<file path="src/rtl/orbus_pkg.sv">
`timescale 1ns/1ps
package orbus_pkg;

  // Retiming positions along the source-to-receiver path
  localparam int unsigned STG_FWD   = 0;  // end of each half OR chain
  localparam int unsigned STG_MID   = 1;  // after the middle merge
  localparam int unsigned STG_TAP   = 2;  // per-agent return tap
  localparam int unsigned STG_RX    = 3;  // receive entry of each agent
  localparam int unsigned STG_SLOTS = 4;

  function automatic int unsigned stage_count(input logic [STG_SLOTS-1:0] en);
    int unsigned c;
    c = 0;
    for (int k = 0; k < STG_SLOTS; k++) begin
      if (en[k]) c++;
    end
    return c;
  endfunction

  // Source register plus every enabled retiming position
  function automatic int unsigned bus_latency(input logic [STG_SLOTS-1:0] en);
    return 1 + stage_count(en);
  endfunction

  function automatic int unsigned left_count(input int unsigned agents);
    return agents / 2;
  endfunction

endpackage

</file>
<file path="src/rtl/orbus_stage.sv">
`timescale 1ns/1ps
module orbus_stage #(
  parameter int unsigned WIDTH  = 17,
  parameter bit          ENABLE = 1'b0
) (
  input  logic             clk,
  input  logic             rst_n,
  input  logic [WIDTH-1:0] d,
  output logic [WIDTH-1:0] q
);

  generate
    if (ENABLE) begin : g_reg
      logic [WIDTH-1:0] q_r;
      logic             seen_edge;

      always_ff @(posedge clk or negedge rst_n) begin
        if (!rst_n) begin
          q_r       <= '0;
          seen_edge <= 1'b0;
        end else begin
          q_r       <= d;
          seen_edge <= 1'b1;
        end
      end
      assign q = q_r;

      AST_STAGE_ONE_CYCLE: assert property (@(posedge clk) disable iff (!rst_n)
        seen_edge |-> (q == $past(d)));
    end else begin : g_wire
      logic unused_pins;
      assign unused_pins = clk ^ rst_n;
      assign q = d;
    end
  endgenerate

endmodule

</file>
<file path="src/rtl/orbus_src.sv">
`timescale 1ns/1ps
module orbus_src #(
  parameter int unsigned DATA_W = 16
) (
  input  logic            clk,
  input  logic            rst_n,
  input  logic            grant_i,
  input  logic [DATA_W-1:0] data_i,
  output logic [DATA_W:0] beat_q
);

  // A non-granted agent drives all zeros so the OR merge passes only the owner
  always_ff @(posedge clk or negedge rst_n) begin
    if (!rst_n) beat_q <= '0;
    else        beat_q <= grant_i ? {1'b1, data_i} : '0;
  end

  AST_IDLE_ZERO: assert property (@(posedge clk) disable iff (!rst_n)
    !grant_i |=> (beat_q == '0));

  AST_SRC_CAPTURE: assert property (@(posedge clk) disable iff (!rst_n)
    grant_i |=> (beat_q == {1'b1, $past(data_i)}));

endmodule

</file>
<file path="src/rtl/orbus_chain.sv">
`timescale 1ns/1ps
module orbus_chain #(
  parameter int unsigned BEAT_W = 17,
  parameter int unsigned CNT    = 3
) (
  input  logic [CNT*BEAT_W-1:0] taps_i,   // tap 0 is the far end
  output logic [BEAT_W-1:0]     merged_o
);

  logic [BEAT_W-1:0] part [CNT];

  assign part[0] = taps_i[0 +: BEAT_W];

  // One two-input OR per transceiver: local beat OR value from the neighbour
  generate
    for (genvar k = 1; k < CNT; k++) begin : g_hop
      assign part[k] = part[k-1] | taps_i[k*BEAT_W +: BEAT_W];
    end
  endgenerate

  assign merged_o = part[CNT-1];

endmodule

</file>
<file path="src/rtl/orbus_top.sv">
`timescale 1ns/1ps
module orbus_top import orbus_pkg::*; #(
  parameter int unsigned          AGENTS   = 6,
  parameter int unsigned          DATA_W   = 16,
  parameter logic [STG_SLOTS-1:0] STAGE_EN = 4'b1001
) (
  input  logic                     clk,
  input  logic                     rst_n,
  input  logic [AGENTS-1:0]        grant,
  input  logic [AGENTS*DATA_W-1:0] tx_data,
  output logic [AGENTS*DATA_W-1:0] rx_data,
  output logic [AGENTS-1:0]        rx_valid
);

  localparam int unsigned BEAT_W  = DATA_W + 1;
  localparam int unsigned LEFT_N  = left_count(AGENTS);
  localparam int unsigned RIGHT_N = AGENTS - LEFT_N;
  localparam int unsigned LAT     = bus_latency(STAGE_EN);

  // ---------------- source registers ----------------
  logic [BEAT_W-1:0] src_beat [AGENTS];
  logic [AGENTS-1:0] src_valid_vec;

  generate
    for (genvar i = 0; i < AGENTS; i++) begin : g_agent
      orbus_src #(.DATA_W(DATA_W)) u_src (
        .clk     (clk),
        .rst_n   (rst_n),
        .grant_i (grant[i]),
        .data_i  (tx_data[i*DATA_W +: DATA_W]),
        .beat_q  (src_beat[i])
      );
      assign src_valid_vec[i] = src_beat[i][DATA_W];
    end
  endgenerate

  // ---------------- two OR chains toward the middle ----------------
  logic [LEFT_N*BEAT_W-1:0]  left_taps;
  logic [RIGHT_N*BEAT_W-1:0] right_taps;
  logic [BEAT_W-1:0]         left_merged, right_merged;
  logic [BEAT_W-1:0]         left_fwd, right_fwd;

  generate
    for (genvar i = 0; i < LEFT_N; i++) begin : g_left
      assign left_taps[i*BEAT_W +: BEAT_W] = src_beat[i];
    end
    for (genvar i = 0; i < RIGHT_N; i++) begin : g_right
      assign right_taps[i*BEAT_W +: BEAT_W] = src_beat[AGENTS-1-i];
    end
  endgenerate

  orbus_chain #(.BEAT_W(BEAT_W), .CNT(LEFT_N)) u_chain_l (
    .taps_i (left_taps), .merged_o (left_merged)
  );
  orbus_chain #(.BEAT_W(BEAT_W), .CNT(RIGHT_N)) u_chain_r (
    .taps_i (right_taps), .merged_o (right_merged)
  );

  orbus_stage #(.WIDTH(BEAT_W), .ENABLE(STAGE_EN[STG_FWD])) u_fwd_l (
    .clk (clk), .rst_n (rst_n), .d (left_merged), .q (left_fwd)
  );
  orbus_stage #(.WIDTH(BEAT_W), .ENABLE(STAGE_EN[STG_FWD])) u_fwd_r (
    .clk (clk), .rst_n (rst_n), .d (right_merged), .q (right_fwd)
  );

  // ---------------- middle merge and broadcast ----------------
  logic [BEAT_W-1:0] mid_merge;
  logic [BEAT_W-1:0] bcast_beat;

  assign mid_merge = left_fwd | right_fwd;

  orbus_stage #(.WIDTH(BEAT_W), .ENABLE(STAGE_EN[STG_MID])) u_mid (
    .clk (clk), .rst_n (rst_n), .d (mid_merge), .q (bcast_beat)
  );

  // ---------------- return path to every agent ----------------
  logic [BEAT_W-1:0] tap_beat [AGENTS];
  logic [BEAT_W-1:0] rx_beat  [AGENTS];

  generate
    for (genvar i = 0; i < AGENTS; i++) begin : g_rx
      orbus_stage #(.WIDTH(BEAT_W), .ENABLE(STAGE_EN[STG_TAP])) u_tap (
        .clk (clk), .rst_n (rst_n), .d (bcast_beat), .q (tap_beat[i])
      );
      orbus_stage #(.WIDTH(BEAT_W), .ENABLE(STAGE_EN[STG_RX])) u_entry (
        .clk (clk), .rst_n (rst_n), .d (tap_beat[i]), .q (rx_beat[i])
      );
      assign rx_data[i*DATA_W +: DATA_W] = rx_beat[i][DATA_W-1:0];
      assign rx_valid[i]                 = rx_beat[i][DATA_W];
    end
  endgenerate

  // ---------------- checking support ----------------
  // Reference selection written as a priority search, not as an OR merge
  function automatic logic [BEAT_W-1:0] pick_beat(
    input logic [AGENTS-1:0]        g,
    input logic [AGENTS*DATA_W-1:0] d
  );
    logic [BEAT_W-1:0] r;
    logic              found;
    r     = '0;
    found = 1'b0;
    for (int k = 0; k < AGENTS; k++) begin
      if (g[k] && !found) begin
        r     = {1'b1, d[k*DATA_W +: DATA_W]};
        found = 1'b1;
      end
    end
    return r;
  endfunction

  logic [BEAT_W-1:0] ref_beat;
  logic [3:0]        settle_cnt;

  assign ref_beat = pick_beat(grant, tx_data);

  always_ff @(posedge clk or negedge rst_n) begin
    if (!rst_n)                  settle_cnt <= '0;
    else if (settle_cnt < 4'(LAT)) settle_cnt <= settle_cnt + 4'd1;
  end

  AST_ONE_GRANT: assert property (@(posedge clk) disable iff (!rst_n)
    $onehot0(grant));

  AST_ONE_SOURCE: assert property (@(posedge clk) disable iff (!rst_n)
    $countones(src_valid_vec) <= 1);

  AST_RX_AGREE: assert property (@(posedge clk) disable iff (!rst_n)
    (rx_valid == '0) || (&rx_valid));

  generate
    for (genvar i = 0; i < AGENTS; i++) begin : g_chk
      AST_RX_LATENCY: assert property (@(posedge clk) disable iff (!rst_n)
        (settle_cnt >= 4'(LAT)) |-> (rx_beat[i] == $past(ref_beat, LAT)));
    end
  endgenerate

endmodule

</file>
<file path="config.mk">
export PLATFORM = sky130hd
export DESIGN_NAME = orbus_top
export DESIGN_NICKNAME = d
export VERILOG_FILES = /design/src/rtl/orbus_pkg.sv /design/src/rtl/orbus_stage.sv /design/src/rtl/orbus_src.sv /design/src/rtl/orbus_chain.sv /design/src/rtl/orbus_top.sv
export SDC_FILE = /design/constraint.sdc
export NUM_CORES = 1
export LEC_CHECK = 0
export BUFFER_PORTS_ARGS = -buffer_cell sky130_fd_sc_hd__buf_2
export CORE_MARGIN = 3
export CORE_UTILIZATION = 44
export DETAILED_ROUTE_END_ITERATION = 8
export GPL_TIMING_DRIVEN = 0
export HOLD_SLACK_MARGIN = 0.08
export PLACE_DENSITY = 0.74
export SYNTH_ARGS = -nofsm -noshare
export SYNTH_HDL_FRONTEND = slang
export SYNTH_SLANG_ARGS = --single-unit
export TNS_END_PERCENT = 1
</file>
<file path="constraint.sdc">
create_clock -name clk -period 0.8 [get_ports clk]
set_input_delay 0.04 -clock clk [delete_from_list [all_inputs] [get_ports clk]]
set_output_delay 0.04 -clock clk [all_outputs]
set_load 0.05 [all_outputs]
</file>
# [Word level (Yosys, flattened, before mapping)]
# Cells that the tools add are included.
[totals] ff_bits=153 latchBits=0 mem_bits_rw=0 rom_bits=0 elab_cells=20 mem_count=0
[op_classes] n_addsub=0 multipliers=0 n_div=0 n_lt_le_gt_ge=0 eq_ne=0 shifts=0 mux=6 bitwise=5 n_reduce_logical=0
[ops] operator="$mux 17" n=6
[ops] operator="$or 17x17->17" n=5

# [Depth between registers and ports, before layout]
# Gate-level depths: netlist (run 1).
[logic_depth] ltp_word=2 depth_mapped=2 depth_no_buf=1

# [Cells and area by module]
# A second synthesis (run 1) with hierarchy kept.
[hier_totals] cells_unflattened=510 hier_area_um2=7926.4
[modules_own_cells] module="orbus_stage (g_rx[0].u_entry ...)" instances=8 cells_each=17 area_per_inst_um2=425.4 seq_area_each_um2=425.4
[modules_own_cells] module="orbus_src" instances=6 cells_each=34 area_per_inst_um2=551.8 seq_area_each_um2=425.4
[modules_own_cells] module="orbus_stage (g_rx[0].u_tap ...)" instances=7 cells_each=17 area_per_inst_um2=127.6 seq_area_each_um2=0.0
[modules_own_cells] module="orbus_chain" instances=2 cells_each=17 area_per_inst_um2=106.4 seq_area_each_um2=0.0
[modules_own_cells] module="orbus_top" instances=1 cells_each=17 area_per_inst_um2=106.4 seq_area_each_um2=0.0

# [Least setup slack after synthesis (run 1)]
# OpenSTA, ideal clock, no wires.
[synth_path] path_type="register to output" startpoint="register g_rx[5].u_entry.q[0] (netlist name)" endpoint="output port rx_data[16]" arrival_ns=0.959 required_time_ns=0.760 setup_slack_ns=-0.199 stages_incl_launch_ff=2 path_buffers=1 cell_sequence="dfrtp_1 > buf_4"
[synth_rtl] item="to (decl)" line_no="orbus_top.sv:11" text="output logic [AGENTS*DATA_W-1:0] rx_data,"

==> results of run 1 <==
-- flip-flops by register name, summed over array words and instances, names as in the netlist --
register,cells
u_fwd_r.q,17
g_rx.u_entry.q,17
u_fwd_l.q,17
g_agent.u_src.beat_q,102
-- layer usage --
metal	part of all wire	vias up	global-route usage	wire length, um
met2	0.55	143	0.382	7800
met3	0.045	28	0.0493	640
li1	-	1796	-	-
met1	0.38	1914	0.237	5300
met5	0	-	0	0
met4	0.025	0	0.0811	359
-- area by class of cell --
| cell class | count | share of cell area |
|---|---|---|
| Antenna cell | 2 | 0.000541 |
| Buffer | 91 | 0.0762 |
| Timing Repair Buffer | 308 | 0.292 |
| Clock inverter | 14 | 0.0288 |
| Sequential cell | 153 | 0.416 |
| Multi-Input combinational cell | 147 | 0.116 |
| Tap cell | 168 | 0.0227 |
| Clock buffer | 18 | 0.0475 |
-- cell families after synthesis --
kind of cell  after synthesis  synth area share
buf+inv                    91             0.127
simple gates              147             0.187
flops                     153             0.687
-- per-stage QoR --
step | area, um2 | hold slack [ps]
floorplan | 5600 | -256
global placement | 6830 | 268
detailed placement | 6870 | 53.3
CTS | 9180 | -386
global route | 9250 | -375
finish | 9260 | -400
-- cell usage after synthesis, drive strengths merged --
| cell | instances | area share |
|---|---|---|
| or2 | 17 | 0.019 |
| and2 | 96 | 0.13 |
| or3 | 34 | 0.038 |
| dfrtp | 153 | 0.69 |
| buf | 91 | 0.13 |
-- power breakdown --
part           internal, mW  switching [mW]  leakage [nW]
sequential             8.21           0.222          1.84
combinational          1.87            2.11          2.33
clock                  6.29            3.10         0.342
-- critical path, stage by stage, from the launching register on --
cell and delay [ps]:
dfrtp_2 450, buf_4 150, buf_6 140
-- worst min path at each step --
stage | startpoint | end | cells after the start
floorplan | rst_n | g_agent[0].u_src.beat_q[0] | 0
global placement | tx_data[14] | g_agent[0].u_src.beat_q[14] | 2
detailed placement | rst_n | g_agent[5].u_src.beat_q[4] | 1
CTS | rst_n | u_fwd_l.q[4] | 1
global route | rst_n | u_fwd_l.q[4] | 1
finish | rst_n | u_fwd_l.q[4] | 1
-- placed cells by master, fill, tap and decap left out, drive strengths merged --
master and n:
dlygate4sd3 102, bufinv 7, clkinv 3, and2 96, or3 34, or2 17, clkinvlp 1, dfrtp 153
diode 2, clkbuf 18, buf 297, inv 3
-- what timing repair did --
action                                  in CTS  in global routing
endpoints found under the setup margin     138                162
pin swaps                                   24                 15
endpoints found under the hold margin      161                 59
gates resized for setup                    191                 21
==> summary.md, run 1 <==
| Metric | Value |
|---|---|
| Final worst-path setup slack | -399 ps |
| Leakage power figure | 4.51 nW |
| Antenna violation net count after detailed routing | 0 |
| Weighted congestion at the end of routability-driven global placement | 0.790 |
| Via Count | 3,881 |
| Internal reg-to-reg setup slack | -90 ps |
| Placeable core region | 12,200 um2 |
| Fill cells | 722 |
| Highest fanout seen on the critical path | 6 |
| CTS H-Tree Depth | 4 |
| Layout overhead on the synthesized area | 66.0% |
| Logic depth of the worst register-to-register path | 1 |
| Number of standard-cell rows in the floorplan | 40 |
| Required arrival time at the worst endpoint | 760 ps |
| Number of nets in the final layout | 822 |
| Run status | finished, violations left |
| Register cell area after layout | 3850 um2 |
| Post-place setup slack | -126 ps |
| Vias in the first global route | 4,406 |
| CP startpoint | g_rx[5].u_entry.q[4] |
| Synth cell types | 6 |
| Clock edge transition at the registers on the reported setup and hold paths | 60 ps |
| Power per Cell Area | 2360 nW/um2 |
| Power consumption | 21.8 mW |
| Pin count of the biggest net entering global routing | 95 |
| Ratio of cells with drive above 1 in the final layout | 0.632 |
| Setup crit end kind | output pin |
| Arrival time at the worst endpoint | 1160 ps |
| Worst Hold Margin | -400 ps |
| Top-level I/O count | 206 |
| Vertical extent of the die | 119 um |
| Clock insertion delay at the later pin of the skew report | 410 ps |
| CP Launch Type | flip-flop |
| Drt pass-1 iters | 4 |
| Unrepaired setup endpoints after global routing | true |
| Post-Synthesis Net Count | 495 |
| Global-route usage over all layers | 0.210 |
| # Post-CTS Setup Buffers | 0 |
| Synth Cell Area | 5570 um2 |
| Starting density of the core | 0.456 |
| Antenna violations before repair | 0 |
| Synthesis-stage register bit count | 153 |
| Die area | 14,100 um2 |
| TritonCTS clock tree | done |
| GRT Residual Overflow | 0 |
| DRC errors left | 0 |
| Initial detailed-routing violation count | 131 |
| Minimum period implied by the final worst setup slack | 1200 ps |
| Multi-input logic area | 1070 um2 |
| Total negative setup slack | -38,080 ps |
| Total of max-cap violations | 0 |
| Placed wire-length estimate after detailed placement | 7.92 mm |
| Max Clock Skew | 6.42 ps |
| Critical path class | flip-flop to output pin |
| Port Buffer Count | 205 |
| Synthesized area per cell | 14.3 um2 |
| Total number of clock tree sinks | 153 |
| DR WL/cell | 15.7 um |
| Fmax | 0.834 GHz |
| Final Hold Vio Count | 59 |
| Fraction of the yosys area taken by sequential cells | 0.687 |
| Failing checks | hold timing, setup timing |
| Hold buffer count at cts | 102 |
| IR drop worst, VDD | 0.00137 V |
| Type of the tightest min-delay check | input pin to asynchronous set/reset pin |
| Synthesized instance count | 391 |
| Count of synthesis-stage warnings from yosys | 0 |
| Finished Core Util | 0.758 |
| End of the critical path | rx_data[20] |
| CTS root buffer | clkbuf_16 |
| Max Buffers Root-to-Sink | 2 |
| Worst-margin pin slew | 547 ps |
| Wirelength, routed | 14.1 mm |
| Global-route wire length before repair | 22.6 mm |
| Number of buffers created by CTS | 17 |
| Reg-to-reg critical path endpoint | u_fwd_l.q[12] |
| Post-route fraction of the period consumed by the critical path | 1.50 |
| Number of instances in the placed design | 765 |
| Worst slew margin relative to its limit | 0.635 |
| Die Width | 119 um |
| Launch instance of the worst register-to-register path | g_agent[0].u_src.beat_q[12] |
| Setup violators final | 147 |
| Detailed-route vias per instance | 4.31 |
| Final Slew Violations | 0 |
| Count of placed standard cells in the final layout, fillers left out | 901 |
Power figures use the tool's default switching activity.
==> run 2, diff against run 1 <==
MAX_ROUTING_LAYER = met4   (was not set)
REMOVE_ABC_BUFFERS = 1   (was not set)
==> run 2 against run 1 <==
Compared with the run above:
- register-to-register slack is essentially flat
- critical endpoint is now rx_data[77]
- sequential power is essentially flat
- core utilization down 9.4 points
- wire length is 6.3% lower
- the run still ends with hold timing, setup timing left
- non-clock buffer count down 91
- first-iteration DRC count rose by 69%
- maximum frequency is 6.8% higher
- cell area fell by 12%
- cell count is 10% lower
- critical path type unchanged
- clock power fell by 18%
- largest power group is now registers
==> summary.md, run 2 (synthesis results as in run 1) <==
| Metric | Value |
|---|---|
| Pin count of the biggest net entering global routing | 83 (-13%) |
| Antenna violation net count after detailed routing | 0 (unchanged) |
| Detailed-route vias per instance | 4.39 (+1.9%) |
| Worst path cell trace | buf_4 |
| Flip-flop count of the largest register after layout | 102 (unchanged) |
| Critical path class | flip-flop to output pin |
| Setup violators final | 136 (-7.5%) |
| CTS root buffer | clkbuf_16 |
| Highest fanout seen on the critical path | 6 (unchanged) |
| Initial detailed-routing violation count | 221 (+69%) |
| Global routing's busiest layer | met2 |
| Hold buffer count at cts | 102 (unchanged) |
| Count of placed standard cells in the final layout, fillers left out | 809 (-10%) |
| CTS H-Tree Depth | 4 (unchanged) |
| Drt pass-1 iters | 4 (unchanged) |
| Starting density of the core | 0.456 (unchanged) |
| Wirelength, routed | 13.2 mm (-6.3%) |
| Total number of clock tree sinks | 153 (unchanged) |
| Met2 routing resource usage after global routing | 0.368 (-0.0146) |
| Comb power frac | 0.168 (-0.015) |
| Die area | 14,100 um2 (unchanged) |
| TritonCTS clock tree | done |
| Number of instances in the placed design | 674 (-12%) |
| Placed inst area | 6140 um2 (-11%) |
| Leakage power figure | 3.90 nW (-13%) |
| Post-route fraction of the period consumed by the critical path | 1.40 (-0.0957) |
| Type of the tightest min-delay check | input pin to asynchronous set/reset pin |
| Global-route usage over all layers | 0.201 (-0.00925) |
| Failing checks | hold timing, setup timing |
| Layout Cell Area excl Fill | 8110 um2 (-12%) |
| Most common cell after layout, fill and taps aside | dfrtp_1 |
| Power per Cell Area | 2390 nW/um2 (+1.5%) |
| Unrepaired setup endpoints after global routing | true |
| Minimum period implied by the final worst setup slack | 1120 ps (-76.6 ps) |
| Worst slew margin relative to its limit | 0.569 (-0.0664) |
| Layout overhead on the synthesized area | 45.5% |
| Met1 track demand over resource | 0.189 (-0.0478) |
| Number of buffers created by CTS | 17 (unchanged) |
| Vertical extent of the die | 119 um (unchanged) |
| Slowest CP cell | dfrtp_2 |
| Worst Hold Margin | -380 ps (+20.7 ps) |
| Met3 GRT Util | 0.0483 (-0.000957) |
| Fmax | 0.891 GHz (+6.8%) |
| GRT Residual Overflow | 0 (unchanged) |
| Required arrival time at the worst endpoint | 760 ps (about the same) |
| Via Count | 3,550 (-8.5%) |
| Placed wire-length estimate after detailed placement | 6.81 mm (-14%) |
| Most frequent cells in the layout | dfrtp_1, dlygate4sd3_1, buf_2, and2_2, buf_4 |
| Reg with most FFs | g_agent.u_src.beat_q |
| Ratio of cells with drive above 1 in the final layout | 0.580 (-0.0523) |
| Max Buffers Root-to-Sink | 2 (unchanged) |
| # Post-CTS Setup Buffers | 0 (unchanged) |
| Arrival time at the worst endpoint | 1080 ps (-80 ps) |
| Share of total power in the clock network | 0.398 (-0.033) |
| IR drop worst, VDD | 0.00166 V (+21%) |
| Internal cell power | 14.2 mW (-13%) |
| Final worst-path setup slack | -322 ps (+76.6 ps) |
| CP Launch Type | flip-flop |
| Worst-margin pin slew | 647 ps (+99.5 ps) |
| Total of max-cap violations | 0 (unchanged) |
| Final Hold Vio Count | 71 (+20%) |
| Number of standard-cell rows in the floorplan | 40 (unchanged) |
| Placeable core region | 12,200 um2 (unchanged) |
| Antenna violations before repair | 1 (+1) |
| Vias in the first global route | 3,949 (-10%) |
| Top-level I/O count | 206 (unchanged) |
| Clock insertion delay at the later pin of the skew report | 420 ps (about the same) |
| Run status | finished, violations left |
| Clock edge transition at the registers on the reported setup and hold paths | 60 ps (about the same) |
| Buffers plus inverters on the worst setup path | 1 (-1) |
| Share of power burned in registers | 0.434 (+0.047) |
| Number of nets in the final layout | 731 (-11%) |
| Switching power of the nets | 5.15 mW (-5.2%) |
| Global-route wire length before repair | 20.4 mm (-9.8%) |
| Max Clock Skew | 4.41 ps (-2.01 ps) |
| Port Buffer Count | 205 (unchanged) |
| Largest incremental delay on the critical path | 450 ps (about the same) |
| Weighted congestion at the end of routability-driven global placement | 0.756 (-4.2%) |
| Cell family with the largest share of critical-path delay | flip-flops |
| DR WL/cell | 16.3 um (+4.3%) |
| Setup crit end kind | output pin |
| Sw Share | 0.266 (+0.0164) |
| Die Width | 119 um (unchanged) |
| Final Slew Violations | 0 (unchanged) |
| DRC errors left | 0 (unchanged) |
-- run 2: area by class of cell --
type / count / area (um2)
Fill cell: 829 / 4100
Sequential cell: 153 / 3850
Timing Repair Buffer: 308 / 2400
Multi-Input combinational cell: 147 / 1070
Clock buffer: 20 / 457
Tap cell: 168 / 210
Clock inverter: 12 / 124
Antenna cell: 1 / 2.50
-- run 2: power groups by stage --
stage / clock, mW / sequential [mW] / combinational (mW)
after floorplan: 0 / 9.75 / 0.345
after global placement: 0 / 8.47 / 2.53
after detailed placement: 0 / 8.49 / 2.57
after CTS: 7.82 / 8.39 / 3.20
after global routing: 8.14 / 8.47 / 3.43
final: 7.71 / 8.41 / 3.26
-- run 2: metrics by stage --
stage | setup WS, ps | total power [mW] | utilization | setup TNS, ps
final | -322 | 19.4 | 0.664 | -31270
after global routing | -359 | 20.0 | 0.664 | -36300
after CTS | -332 | 19.4 | 0.658 | -33700
after detailed placement | -101 | 11.1 | 0.503 | -8630
after global placement | -2250 | 11.0 | 0.500 | -342780
after floorplan | -1310 | 10.1 | - | -134260
-- run 2: what timing repair did --
| action | 4_1_cts | 5_1_grt |
|---|---|---|
| resized for setup | 119 | 25 |
| cloned | 0 | 0 |
| endpoints found under the hold margin | 173 | 71 |
| pin swaps | 23 | 13 |
| setup endpoints to repair | 136 | 164 |
-- run 2: layer usage --
| layer | part of all wire | vias up |
|---|---|---|
| li1 | - | 1609 |
| met1 | 0.34 | 1773 |
| met2 | 0.58 | 131 |
| met3 | 0.044 | 37 |
| met4 | 0.039 | 0 |
| met5 | 0 | - |
-- run 2: path summary, 6_finish.rpt --
path                                             start                          end  slack (ps)  cells past startpoint
min reg2reg                 g_agent[1].u_src.beat_q[5]                 u_fwd_l.q[5]         420                      1
min                                              rst_n   g_agent[1].u_src.beat_q[1]        -380                      1
max reg2reg                g_agent[2].u_src.beat_q[12]                u_fwd_l.q[12]         -90                      1
max                              g_rx[5].u_entry.q[13]                  rx_data[77]        -320                      1
min in group clk                              grant[1]  g_agent[1].u_src.beat_q[15]         120                      2
max in group asynchronous                        rst_n        g_rx[5].u_entry.q[10]         370                      2
==> run 3, diff against run 2 <==
--- a/config.mk
+++ b/config.mk
@@ -9,3 +9,3 @@
 export CORE_MARGIN = 3
-export CORE_UTILIZATION = 44
+export CORE_UTILIZATION = 40
 export DETAILED_ROUTE_END_ITERATION = 8
@@ -14,3 +14,3 @@
 export MAX_ROUTING_LAYER = met4
-export PLACE_DENSITY = 0.74
+export PLACE_DENSITY = 0.69
 export REMOVE_ABC_BUFFERS = 1
==> constraint.sdc (replaced) <==
create_clock -name clk -period 0.8 [get_ports clk]
set_input_delay 0.16 -clock clk [delete_from_list [all_inputs] [get_ports clk]]
set_output_delay 0.16 -clock clk [all_outputs]
set_load 0.05 [all_outputs]
==> run 3 against run 2 <==
Compared with the run above:
- cell count increased by 0.99%
- register-to-register slack about the same
- the flow still finishes with violations (hold timing, setup timing)
- critical endpoint is now rx_data[6]
- wire length down 0.40%
- flip-flop and latch count did not move
- clock power up 6.4%
- non-clock buffer count unchanged
- core utilization shrank 5.6 points
- critical path type unchanged
==> summary.md, run 3 (synthesis results as in run 1) <==
| Metric | Value |
|---|---|
| Run status | finished, violations left |
| Failing checks | hold timing, setup timing |
| Pin count of the biggest net entering global routing | 106 (+28%) |
| Cell family with the largest share of critical-path delay | flip-flops |
| DRC errors left | 0 (unchanged) |
| Number of buffers created by CTS | 17 (unchanged) |
| Vias in the first global route | 3,754 (-4.9%) |
| Met3 GRT Util | 0.0386 (-0.00972) |
| Most common cell after layout, fill and taps aside | dfrtp_1 |
| Fill cells | 1,002 (+21%) |
| Clock insertion delay at the later pin of the skew report | 410 ps (about the same) |
| Drt pass-1 iters | 4 (unchanged) |
| Buffers plus inverters on the worst setup path | 1 (unchanged) |
| Number of instances in the placed design | 682 (+1.2%) |
| Total of max-cap violations | 0 (unchanged) |
| Number of nets in the final layout | 731 (unchanged) |
| Final worst-path setup slack | -444 ps (-122 ps) |
| Critical path class | flip-flop to output pin |
| Highest fanout seen on the critical path | 6 (unchanged) |
| CTS root buffer | clkbuf_16 |
| Antenna violation net count after detailed routing | 0 (unchanged) |
| DR WL/cell | 16.1 um (-1.4%) |
| Register cell area after layout | 3850 um2 (about the same) |
| Hold buffer count at cts | 102 (unchanged) |
| Leakage power figure | 3.94 nW (+0.81%) |
| Detailed-route vias per instance | 4.32 (-1.5%) |
| Initial detailed-routing violation count | 219 (-0.90%) |
| GRT Residual Overflow | 0 (unchanged) |
| Clock edge transition at the registers on the reported setup and hold paths | 60 ps (about the same) |
| Post-route fraction of the period consumed by the critical path | 1.55 (+0.152) |
| Setup crit end kind | output pin |
| TritonCTS clock tree | done |
| Layout overhead on the synthesized area | 46.8% |
| Final Hold Vio Count | 48 (-32%) |
| Flip-flop count of the largest register after layout | 102 (unchanged) |
| Weighted congestion at the end of routability-driven global placement | 0.723 (-4.4%) |
| Largest incremental delay on the critical path | 460 ps (about the same) |
| Via Count | 3,531 (-0.54%) |
| Starting density of the core | 0.414 (-0.0421) |
| Worst slew margin relative to its limit | 0.671 (+0.102) |
| Total negative setup slack | -43,510 ps (-12,250 ps) |
| Required arrival time at the worst endpoint | 640 ps (-120 ps) |
| Max Buffers Root-to-Sink | 2 (unchanged) |
| Antenna violations before repair | 1 (unchanged) |
| Placed wire-length estimate after detailed placement | 7.32 mm (+7.6%) |
| Worst Hold Margin | -318 ps (+61.8 ps) |
| CP Launch Type | flip-flop |
| Met1 track demand over resource | 0.190 (+0.000726) |
| Multi-input logic area | 1100 um2 (+3.0%) |
| Type of the tightest min-delay check | input pin to asynchronous set/reset pin |
| Setup violators final | 136 (unchanged) |
| Met2 routing resource usage after global routing | 0.314 (-0.0538) |
| IR drop worst, VDD | 0.00132 V (-21%) |
| Number of standard-cell rows in the floorplan | 42 (+5.0%) |
| Ratio of cells with drive above 1 in the final layout | 0.580 (unchanged) |
| Placeable core region | 13,500 um2 (+10%) |
| Reg with most FFs | g_agent.u_src.beat_q |
| Slowest CP cell | dfrtp_2 |
| CTS H-Tree Depth | 4 (unchanged) |
| Worst-margin pin slew | 494 ps (-153 ps) |
| Global routing's busiest layer | met2 |
| Vertical extent of the die | 124 um (+4.6%) |
| Arrival time at the worst endpoint | 1080 ps (about the same) |
| Die Width | 124 um (+4.6%) |
| Die area | 15,400 um2 (+9.5%) |
| Minimum period implied by the final worst setup slack | 1240 ps (+122 ps) |
| Top-level I/O count | 206 (unchanged) |
| Global-route usage over all layers | 0.179 (-0.0212) |
| Max Clock Skew | 6.84 ps (+2.43 ps) |
| Count of placed standard cells in the final layout, fillers left out | 817 (+0.99%) |
| Fmax | 0.804 GHz (-9.8%) |
| Post-place setup slack | -181 ps (-80.2 ps) |
| Final Slew Violations | 0 (unchanged) |
| Most frequent cells in the layout | dfrtp_1, dlygate4sd3_1, buf_2, and2_2, buf_4 |
| Global-route wire length before repair | 19.3 mm (-5.1%) |
| Port Buffer Count | 205 (unchanged) |
| Placed inst area | 6150 um2 (+0.16%) |
| Power per Cell Area | 2430 nW/um2 (+1.7%) |
| Total number of clock tree sinks | 153 (unchanged) |
| Wirelength, routed | 13.2 mm (-0.40%) |
| Unrepaired setup endpoints after global routing | true |
| Worst path cell trace | buf_4 |
| Layout Cell Area excl Fill | 8190 um2 (+0.91%) |
[run 3: cell count changes in the layout (fill, tap and decap cells not counted), moves of 2 or more]
cell | before | now
or3_4 | 4 | 9
clkbuf_1 | 1 | 3
dfrtp_2 | 17 | 14
dfrtp_1 | 136 | 139
or3_1 | 30 | 25
clkinv_2 | 5 | 3
clkinvlp_4 | 4 | 1
or2_2 | 14 | 11
clkbuf_8 | 2 | 5
or2_4 | 3 | 6
[run 3: worst paths after layout]
| check | to | depth (start not counted) | from | slack (ps) |
|---|---|---|---|---|
| worst max-delay path | rx_data[6] | 1 | g_rx[5].u_entry.q[6] | -440 |
| worst min-delay path | g_agent[0].u_src.beat_q[13] | 1 | rst_n | -320 |
| worst max register to register | u_fwd_r.q[1] | 1 | g_agent[3].u_src.beat_q[1] | -90 |
| worst min register to register | g_rx[5].u_entry.q[15] | 1 | u_fwd_l.q[15] | 430 |
| max in group asynchronous | g_rx[5].u_entry.q[3] | 2 | rst_n | 270 |
| min in group clk | g_agent[5].u_src.beat_q[6] | 2 | grant[5] | 190 |
[run 3: routing by layer]
layer / routed length [um] / up-vias
met5: 0 / -
met4: 472 / 0
met3: 519 / 34
met2: 7450 / 120
met1: 4720 / 1769
li1: - / 1608
[run 3: layout make-up]
cell class                      instances  share of cell area
Tap cell                              176              0.0269
Clock buffer                           25              0.0618
Clock inverter                          7              0.0138
Multi-Input combinational cell        147               0.134
Sequential cell                       153               0.470
Timing Repair Buffer                  308               0.293
Antenna cell                            1            0.000306
[run 3: metrics by stage]
| step | utilization | total power [mW] |
|---|---|---|
| CTS | 0.606 | 20.0 |
| finish | 0.608 | 19.9 |
| global placement | 0.455 | 11.0 |
| detailed placement | 0.457 | 11.1 |
| global route | 0.608 | 20.6 |
| floorplan | - | 10.1 |
[run 3: repair_timing]
item / in CTS / in global routing
resized for setup: 139 / 9
hold endpoints to repair: 150 / 48
setup endpoints to repair: 138 / 141
pin swaps: 15 / 13
setup buffers: 0 / 0
[run 3: power breakdown]
group | internal (mW) | switching, mW
sequential | 8.21 | 0.215
combinational | 1.32 | 1.95
clock | 5.31 | 2.89
